--- config.mk ---
export PLATFORM = sky130hd
export DESIGN_NAME = pin_event_ctrl
export DESIGN_NICKNAME = d
export VERILOG_FILES = /design/src/rtl/pin_event_pkg.sv /design/src/rtl/pin_event_sync.sv /design/src/rtl/pin_event_det.sv /design/src/rtl/pin_event_ctrl.sv
export SDC_FILE = /design/constraint.sdc
export NUM_CORES = 1
export LEC_CHECK = 0
export BUFFER_PORTS_ARGS = -buffer_cell sky130_fd_sc_hd__buf_2
export CORE_MARGIN = 2
export CORE_UTILIZATION = 40
export DETAILED_ROUTE_END_ITERATION = 16
export PLACE_DENSITY = 0.68
export SLEW_MARGIN = 20
export SYNTH_ARGS = -nofsm -noshare
export SYNTH_HDL_FRONTEND = slang
export SYNTH_SLANG_ARGS = --single-unit
--- constraint.sdc ---
create_clock -name clk -period 1.83 [get_ports clk]
set_input_delay 0.2745 -clock clk [delete_from_list [all_inputs] [get_ports clk]]
set_output_delay 0.2745 -clock clk [all_outputs]
set_load 0.1 [all_outputs]
--- src/rtl/pin_event_pkg.sv ---
package pin_event_pkg;

    // Byte offsets of the register bank
    localparam logic [7:0] OFF_DIR   = 8'h00;
    localparam logic [7:0] OFF_LSEL  = 8'h04;
    localparam logic [7:0] OFF_POL   = 8'h08;
    localparam logic [7:0] OFF_RISE  = 8'h0C;
    localparam logic [7:0] OFF_FALL  = 8'h10;
    localparam logic [7:0] OFF_DIN   = 8'h14;
    localparam logic [7:0] OFF_SET   = 8'h18;
    localparam logic [7:0] OFF_CLR   = 8'h1C;
    localparam logic [7:0] OFF_DOUT  = 8'h20;
    localparam logic [7:0] OFF_MASK  = 8'h28;
    localparam logic [7:0] OFF_EN    = 8'h2C;
    localparam logic [7:0] OFF_MSTAT = 8'h30;
    localparam logic [7:0] OFF_ACK   = 8'h34;

    typedef enum logic [3:0] {
        RID_NONE, RID_DIR, RID_LSEL, RID_POL, RID_RISE, RID_FALL, RID_DIN,
        RID_SET, RID_CLR, RID_DOUT, RID_MASK, RID_EN, RID_MSTAT, RID_ACK
    } reg_id_e;

    typedef enum logic [1:0] {
        DET_EDGE     = 2'd0,
        DET_LEVEL_HI = 2'd1,
        DET_LEVEL_LO = 2'd2
    } det_mode_e;

endpackage

--- src/rtl/pin_event_sync.sv ---
module pin_event_sync #(
    parameter int WIDTH  = 16,
    parameter int STAGES = 2
) (
    input  logic             clk,
    input  logic             rst_n,
    input  logic [WIDTH-1:0] d,
    output logic [WIDTH-1:0] q
);
    logic [STAGES-1:0][WIDTH-1:0] chain_q;

    always_ff @(posedge clk or negedge rst_n) begin
        if (!rst_n) begin
            chain_q <= '0;
        end else begin
            chain_q[0] <= d;
            for (int s = 1; s < STAGES; s++) begin
                chain_q[s] <= chain_q[s-1];
            end
        end
    end

    assign q = chain_q[STAGES-1];
endmodule

--- src/rtl/pin_event_det.sv ---
module pin_event_det
    import pin_event_pkg::*;
(
    input  logic clk,
    input  logic rst_n,
    input  logic smp,
    input  logic lsel,
    input  logic pol,
    input  logic rise_en,
    input  logic fall_en,
    input  logic ack,
    output logic pend
);
    det_mode_e mode;
    logic      prev_q;
    logic      pend_q;
    logic      pend_d;

    // Mode decode: the detector's state
    always_comb begin
        if (!lsel)    mode = DET_EDGE;
        else if (pol) mode = DET_LEVEL_HI;
        else          mode = DET_LEVEL_LO;
    end

    // Next pending value chosen by mode
    always_comb begin
        unique case (mode)
            DET_LEVEL_HI: pend_d = smp & ~ack;
            DET_LEVEL_LO: pend_d = ~smp & ~ack;
            DET_EDGE:     pend_d = (pend_q & ~ack)
                                 | (rise_en & smp & ~prev_q)
                                 | (fall_en & ~smp & prev_q);
            default:      pend_d = pend_q;
        endcase
    end

    always_ff @(posedge clk or negedge rst_n) begin
        if (!rst_n) begin
            prev_q <= 1'b0;
            pend_q <= 1'b0;
        end else begin
            prev_q <= smp;
            pend_q <= pend_d;
        end
    end

    assign pend = pend_q;
endmodule

--- src/rtl/pin_event_ctrl.sv ---
module pin_event_ctrl
    import pin_event_pkg::*;
#(
    parameter int NPINS       = 16,
    parameter int ADDR_W      = 8,
    parameter int SYNC_STAGES = 2
) (
    input  logic              clk,
    input  logic              rst_n,
    input  logic [ADDR_W-1:0] bus_addr,
    input  logic              bus_we,
    input  logic [NPINS-1:0]  bus_wdata,
    input  logic              bus_re,
    output logic [NPINS-1:0]  bus_rdata,
    input  logic [NPINS-1:0]  pin_in,
    output logic [NPINS-1:0]  pin_out,
    output logic [NPINS-1:0]  pin_oe,
    output logic              irq
);
    localparam logic [NPINS-1:0] ALL_ONES = {NPINS{1'b1}};

    reg_id_e          rid;
    logic [NPINS-1:0] dir_q, lsel_q, pol_q, rise_q, fall_q;
    logic [NPINS-1:0] mask_q, en_q, dout_q, rdata_q;
    logic [NPINS-1:0] din_s, pend, mstat, ack_w, rd_mux;
    logic             irq_q;

    // Address decode into a register identifier
    always_comb begin
        unique case (bus_addr)
            ADDR_W'(OFF_DIR):   rid = RID_DIR;
            ADDR_W'(OFF_LSEL):  rid = RID_LSEL;
            ADDR_W'(OFF_POL):   rid = RID_POL;
            ADDR_W'(OFF_RISE):  rid = RID_RISE;
            ADDR_W'(OFF_FALL):  rid = RID_FALL;
            ADDR_W'(OFF_DIN):   rid = RID_DIN;
            ADDR_W'(OFF_SET):   rid = RID_SET;
            ADDR_W'(OFF_CLR):   rid = RID_CLR;
            ADDR_W'(OFF_DOUT):  rid = RID_DOUT;
            ADDR_W'(OFF_MASK):  rid = RID_MASK;
            ADDR_W'(OFF_EN):    rid = RID_EN;
            ADDR_W'(OFF_MSTAT): rid = RID_MSTAT;
            ADDR_W'(OFF_ACK):   rid = RID_ACK;
            default:            rid = RID_NONE;
        endcase
    end

    // Configuration and output registers
    always_ff @(posedge clk or negedge rst_n) begin
        if (!rst_n) begin
            dir_q  <= '0;
            lsel_q <= '0;
            pol_q  <= '0;
            rise_q <= '0;
            fall_q <= '0;
            mask_q <= ALL_ONES;
            en_q   <= '0;
            dout_q <= '0;
        end else if (bus_we) begin
            unique case (rid)
                RID_DIR:  dir_q  <= bus_wdata;
                RID_LSEL: lsel_q <= bus_wdata;
                RID_POL:  pol_q  <= bus_wdata;
                RID_RISE: rise_q <= bus_wdata;
                RID_FALL: fall_q <= bus_wdata;
                RID_MASK: mask_q <= bus_wdata;
                RID_EN:   en_q   <= bus_wdata;
                RID_SET:  dout_q <= dout_q | bus_wdata;
                RID_CLR:  dout_q <= dout_q & ~bus_wdata;
                default:  ;
            endcase
        end
    end

    assign ack_w = (bus_we && rid == RID_ACK) ? bus_wdata : '0;

    pin_event_sync #(.WIDTH(NPINS), .STAGES(SYNC_STAGES)) u_sync (
        .clk   (clk),
        .rst_n (rst_n),
        .d     (pin_in),
        .q     (din_s)
    );

    for (genvar p = 0; p < NPINS; p++) begin : g_det
        pin_event_det u_det (
            .clk     (clk),
            .rst_n   (rst_n),
            .smp     (din_s[p]),
            .lsel    (lsel_q[p]),
            .pol     (pol_q[p]),
            .rise_en (rise_q[p]),
            .fall_en (fall_q[p]),
            .ack     (ack_w[p]),
            .pend    (pend[p])
        );
    end

    assign mstat = pend & ~mask_q & en_q;

    // Read mux
    always_comb begin
        unique case (rid)
            RID_DIR:   rd_mux = dir_q;
            RID_LSEL:  rd_mux = lsel_q;
            RID_POL:   rd_mux = pol_q;
            RID_RISE:  rd_mux = rise_q;
            RID_FALL:  rd_mux = fall_q;
            RID_DIN:   rd_mux = din_s;
            RID_DOUT:  rd_mux = dout_q;
            RID_MASK:  rd_mux = mask_q;
            RID_EN:    rd_mux = en_q;
            RID_MSTAT: rd_mux = mstat;
            default:   rd_mux = '0;
        endcase
    end

    always_ff @(posedge clk or negedge rst_n) begin
        if (!rst_n) begin
            rdata_q <= '0;
            irq_q   <= 1'b0;
        end else begin
            if (bus_re) rdata_q <= rd_mux;
            irq_q <= |mstat;
        end
    end

    assign bus_rdata = rdata_q;
    assign pin_out   = dout_q;
    assign pin_oe    = dir_q;
    assign irq       = irq_q;
endmodule

======== After elaboration in Yosys (flattened, before gate mapping) ========
Memories as Yosys holds them, arrays and structs flattened.
Cells that the tools add are included.
storage, ports and cells
  flip-flop bits (word level) ............. 209
  bits in latches ......................... 0
  RAM bits ................................ 0
  ROM bits ................................ 256
  input bits .............................. 44
  output and inout bits ................... 49
  logic and storage cells ................. 384
  memories ................................ 1
memory list
  memory           depth  bits a word  read ports  clocked after Yosys merged registers in  write ports  RTL line              source
  (no name shown)  64     4            1           0                                        0            pin_event_ctrl.sv:30  unique case (bus_addr)
operators by class
  add/subtract/negate cells ............... 0
  multiply operators ...................... 0
  divide/modulo/power cells ............... 0
  order comparisons ....................... 0
  equality and inequality tests ........... 45
  shift-type cells ........................ 0
  mux-type cells .......................... 52
  bitwise logic cells ..................... 198
  reduce and logical (&&, ||, !) cells .... 44
operator list
  kind                                                             count
  16-bit one-hot mux with 10 select lines                          1
  1-bit bitwise AND                                                112
  2-bit two-way mux                                                32
  16-bit bitwise AND                                               3
  1-bit NOT                                                        48
  1-bit one-hot mux with 3 select lines                            16
  3-bit nonzero test                                               16
  2-bit zero test                                                  17
  2-bit by 1-bit == test with 1-bit output, second input constant  16
  2-bit == test, second input constant                             16
  16-bit NOT                                                       2
  1-bit OR                                                         32
  16-bit one-hot mux with 2 select lines                           1
  4-bit == test, second input constant                             6
  4-bit by 3-bit == test with 1-bit output, second input constant  4
  16-bit two-way mux                                               1
  16-bit OR                                                        1
  2-bit AND reduction                                              8
  16-bit OR reduction                                              1
  4-bit by 2-bit == test with 1-bit output, second input constant  2
  4-bit by 1-bit == test with 1-bit output, second input constant  1
  4-bit two-way mux                                                1
  2-bit nonzero test                                               1
  1-bit logical AND                                                1

======== Logic depth before layout (Yosys ltp) ========
  depth in word-level cells ............... 10
  mapped depth ............................ 8

======== Hierarchy ========
A second synthesis with hierarchy kept.
unflattened totals
  cells, all modules ...................... 807
  area total of the unflattened synthesis .. 9749.4 um^2
by module, submodules not included
  module          instances  cells an instance  area an instance (um^2)  seq. area each (um^2)
  pin_event_ctrl  1          615                7347.0                   3648.5
  pin_event_det   16         9                  92.6                     50.0
  pin_event_sync  1          48                 920.9                    800.8

======== Worst setup path after synthesis ========
OpenSTA, ideal clock, no wires.
  kind .................................... input to register
  from .................................... input bus_addr[7]
  to ...................................... register fall_q[10]
  arrival ................................. 1.934 ns
  slack ................................... -0.231 ns
  cell stages on the path ................. 6
  path buffers ............................ 2
  cell sequence ........................... or4_1 buf_2 nor3_4 nand4_2 buf_2 mux2_1
on the way
  cells in the longest elaborated chain, start to end .. 4
RTL lines
  what                                      RTL line              source
  start, declared                           pin_event_ctrl.sv:10  input logic [ADDR_W-1:0] bus_addr,
  2-bit zero test                           pin_event_ctrl.sv:30
  4-bit two-way mux                         pin_event_ctrl.sv:30
  4-bit by 3-bit == test with 1-bit output  pin_event_ctrl.sv:60  unique case (rid)
  2-bit AND reduction (no source line)      -
  end signal, assigned                      pin_event_ctrl.sv:65  RID_FALL: fall_q <= bus_wdata;
  end, declared                             pin_event_ctrl.sv:23  logic [NPINS-1:0] dir_q, lsel_q, pol_q, rise_q, fall_q;
No other way between the ends.
A chain may end at the register's enable or synchronous reset.

======== Worst setup path in the final report ========
  from .................................... input bus_addr[7]
  to ...................................... register dir_q[9] (netlist: pin_oe[9])
on the way
  cells in the longest elaborated chain, start to end .. 4
RTL lines
  what                                      RTL line              source
  2-bit zero test                           pin_event_ctrl.sv:30
  4-bit two-way mux                         pin_event_ctrl.sv:30
  4-bit by 1-bit == test with 1-bit output  pin_event_ctrl.sv:60
  2-bit AND reduction (no source line)      -
  end signal, assigned                      pin_event_ctrl.sv:61  RID_DIR: dir_q <= bus_wdata;
  end, declared                             pin_event_ctrl.sv:23
No other way between the ends.

==> flow_summary.json <==
{
  "syn_to_final_growth_pct": 26.11,
  "ir_drop_v": 0.001056,
  "synth_flop_cell": "dfrtp_1",
  "final_nets": 990,
  "synthTopCellsByArea": "dfrtp_1 (52%), mux2_2 (12%), dfstp_2 (4.5%), a21oi_1 (3.0%), nand2_1 (2.7%)",
  "fin_util": 0.5083,
  "ys_types": 56,
  "cts.path.max_buffers": 3,
  "finalWirelength_um": 26020,
  "hold_buffers": 17,
  "grt_use_met1": 0.3102,
  "cts_tree": "done",
  "avgRoutedWirePerCell_um": 20.28,
  "slowest_stage": "or4_4",
  "cts_resized": 0,
  "grt.overflow.total": 0,
  "setup_viol": 0,
  "via_count": 7027,
  "synth-edff-count": 0,
  "switching_share": 0.2701,
  "portBuffers": 92,
  "synth_nets": 814,
  "fmax_ghz": 0.5653,
  "critPathTopFamily": "simple AND/OR/NAND/NOR gates",
  "io_pins": 93,
  "p_int_mw": 8.198,
  "p_switching_mw": 3.034,
  "path_buf_inv": 2,
  "drv_cap": 0,
  "avgSynthCellArea_um2": 12.18,
  "ant_nets": 0,
  "holdWs_ns": 0.06557,
  "synth_async_sr_flop_share": 1.000,
  "antenna_found_initial": 1,
  "cts.sinks": 209,
  "cp_max_fo": 6,
  "rows": 56,
  "grt_max_degree": 56,
  "stdcell_area_um2": 11830,
  "grt_pass1_vias": 7113,
  "core_um2": 23260,
  "crit_type": "in2reg",
  "grtUsageTotal": 0.2165,
  "antennaDiodeCount": 0,
  "yosysMostFrequentCell": "dfrtp_1",
  "clkTransAtPathRegs_ns": 0.06,
  "end_kind": "register",
  "hold_violations": 0,
  "htree_levels": 1,
  "rsz0062_at_grt": "no",
  "insertion_delay_ns": 0.52,
  "power.density_nw_per_um2": 949.8,
  "gp_congestion": 0.9438,
  "cts_buffers": 24,
  "fillers": 2066,
  "clkPwrFrac": 0.410,
  "drive_gt1_frac": 0.3952,
  "synth_seq_cells": 209,
  "finalPower_mw": 11.23,
  "final_max_slew_viol_count": 0,
  "synthTopCellsByCount": "dfrtp_1 (193), mux2_2 (103), nand2_1 (68)",
  "cp_data_arrival_time_ns": 2.16,
  "synth_top_area_share": 0.5151,
  "hpwl_um": 18640,
  "grt.met2_usage": 0.3402,
  "min_period_ns": 1.769,
  "min_path_type": "in2reg",
  "fp.dieW_um": 157.1,
  "power.leakage_nw": 5.458,
  "die_h_um": 157.1,
  "grt_busiest_layer": "met2",
  "use_met3": 0.03524,
  "drt_iter0_drc": 474,
  "min_period_over_period": 0.9667,
  "drt-pass1-iter-count": 5,
  "maxSlewHeadroom": 0.6735,
  "via_per_inst": 5.477,
  "status": "completed",
  "synthesis.area_um2": 9376,
  "setup.worst_path.start_class": "input port",
  "drc": 0,
  "worstPathRequired_ns": 2.22,
  "power_frac_comb": 0.119,
  "cts_root_buf": "clkbuf_16",
  "synth_top_area_cell": "dfrtp_1",
  "yosys_warnings": 0,
  "ys_seq_area_frac": 0.5599,
  "seqPwrFrac": 0.471,
  "initial_core_util": 0.4031,
  "grt_pass1_wl_um": 40790,
  "clock_skew_ns": 0.01838,
  "worst_pin_slew_ns": 0.4897,
  "dp.cells": 1222,
  "final_cells": 1283,
  "cts_setup_buffers": 0,
  "placed_cell_area_um2": 10890,
  "max_stage_delay_ns": 0.55,
  "path_cells": "buf_2, or4_4, nor3_4, nand3_2, buf_4, mux2_2",
  "dieArea_um2": 24680,
  "synthCells": 770
}
==> cells in the final DEF (no fill, tap or decap), drive strengths merged, types with 7 or more instances in the layout <==
master       instances
dfrtp              193
buf                189
mux2               113
nand2               68
a21oi               57
nand3               38
clkbuf              36
o21ai               24
mux2i               20
o22ai               18
dlygate4sd3         17
xnor2               16
dfstp               16
nor2                15
nand3b              10
mux4                10
o2bb2ai             10
a22o                 9
o211ai               9
and3b                7
a2bb2oi              7
==> area by class of cell <==
| class | instances | area, um^2 | area share |
|---|---|---|---|
| well taps | 319 | 399.1 | 0.03375 |
| clock inverters | 8 | 92.59 | 0.007830 |
| inverters | 3 | 11.26 | 0.0009523 |
| repair buffers | 206 | 1456 | 0.1232 |
| clock buffers | 36 | 675.6 | 0.05714 |
| flip-flops and latches | 209 | 5255 | 0.4444 |
| multi-input cells | 502 | 3935 | 0.3328 |
==> power by group through the flow <==
stage          sequential (mW)  clock [mW]  combinational [mW]
2_1_floorplan             5.57           0               0.559
3_5_place_dp              5.35           0                1.32
5_1_grt                   5.33        4.91                1.46
6_report                  5.29        4.60                1.34
3_3_place_gp              5.35           0                1.29
4_1_cts                   5.28        4.70                1.35
==> path summary, 6_finish.rpt <==
kind,end,cells past startpoint,slack [ns],start
max reg2reg,bus_rdata[15]$_DFFE_PN0P_,4,0.21,register
max in group asynchronous,mask_q[15]$_DFFE_PN1P_,3,0.83,rst_n
min,register,2,0.07,bus_wdata[1]
max,pin_oe[9]$_DFFE_PN0P_,6,0.06,bus_addr[7]
min in group asynchronous,u_sync.chain_q[2]$_DFF_PN0_,2,0.27,rst_n
min reg2reg,u_sync.q[10]$_DFF_PN0_,0,0.35,u_sync.chain_q[10]$_DFF_PN0_
==> through the flow <==
step | setup slack, ns | setup TNS (ns)
2_1_floorplan | -0.1660 | -8.487
3_3_place_gp | -0.3668 | -21.66
3_5_place_dp | -0.4013 | -25.42
4_1_cts | 0.07790 | 0
5_1_grt | 0.03020 | 0
6_report | 0.06096 | 0
==> layer usage <==
layer / vias to the layer above / share of wire
met2: 255 / 0.46
met5: - / 0.00061
met1: 3519 / 0.45
met4: 2 / 0.029
met3: 58 / 0.061
li1: 3193 / -
==> cell families after synthesis <==
group | Yosys count | share of synthesized area
simple gates | 176 | 0.1014
flops | 209 | 0.5599
xor+xnor | 16 | 0.01494
compound gates | 167 | 0.1170
buf+inv | 59 | 0.02562
mux | 143 | 0.1811
(Power assumes the default switching activity.)
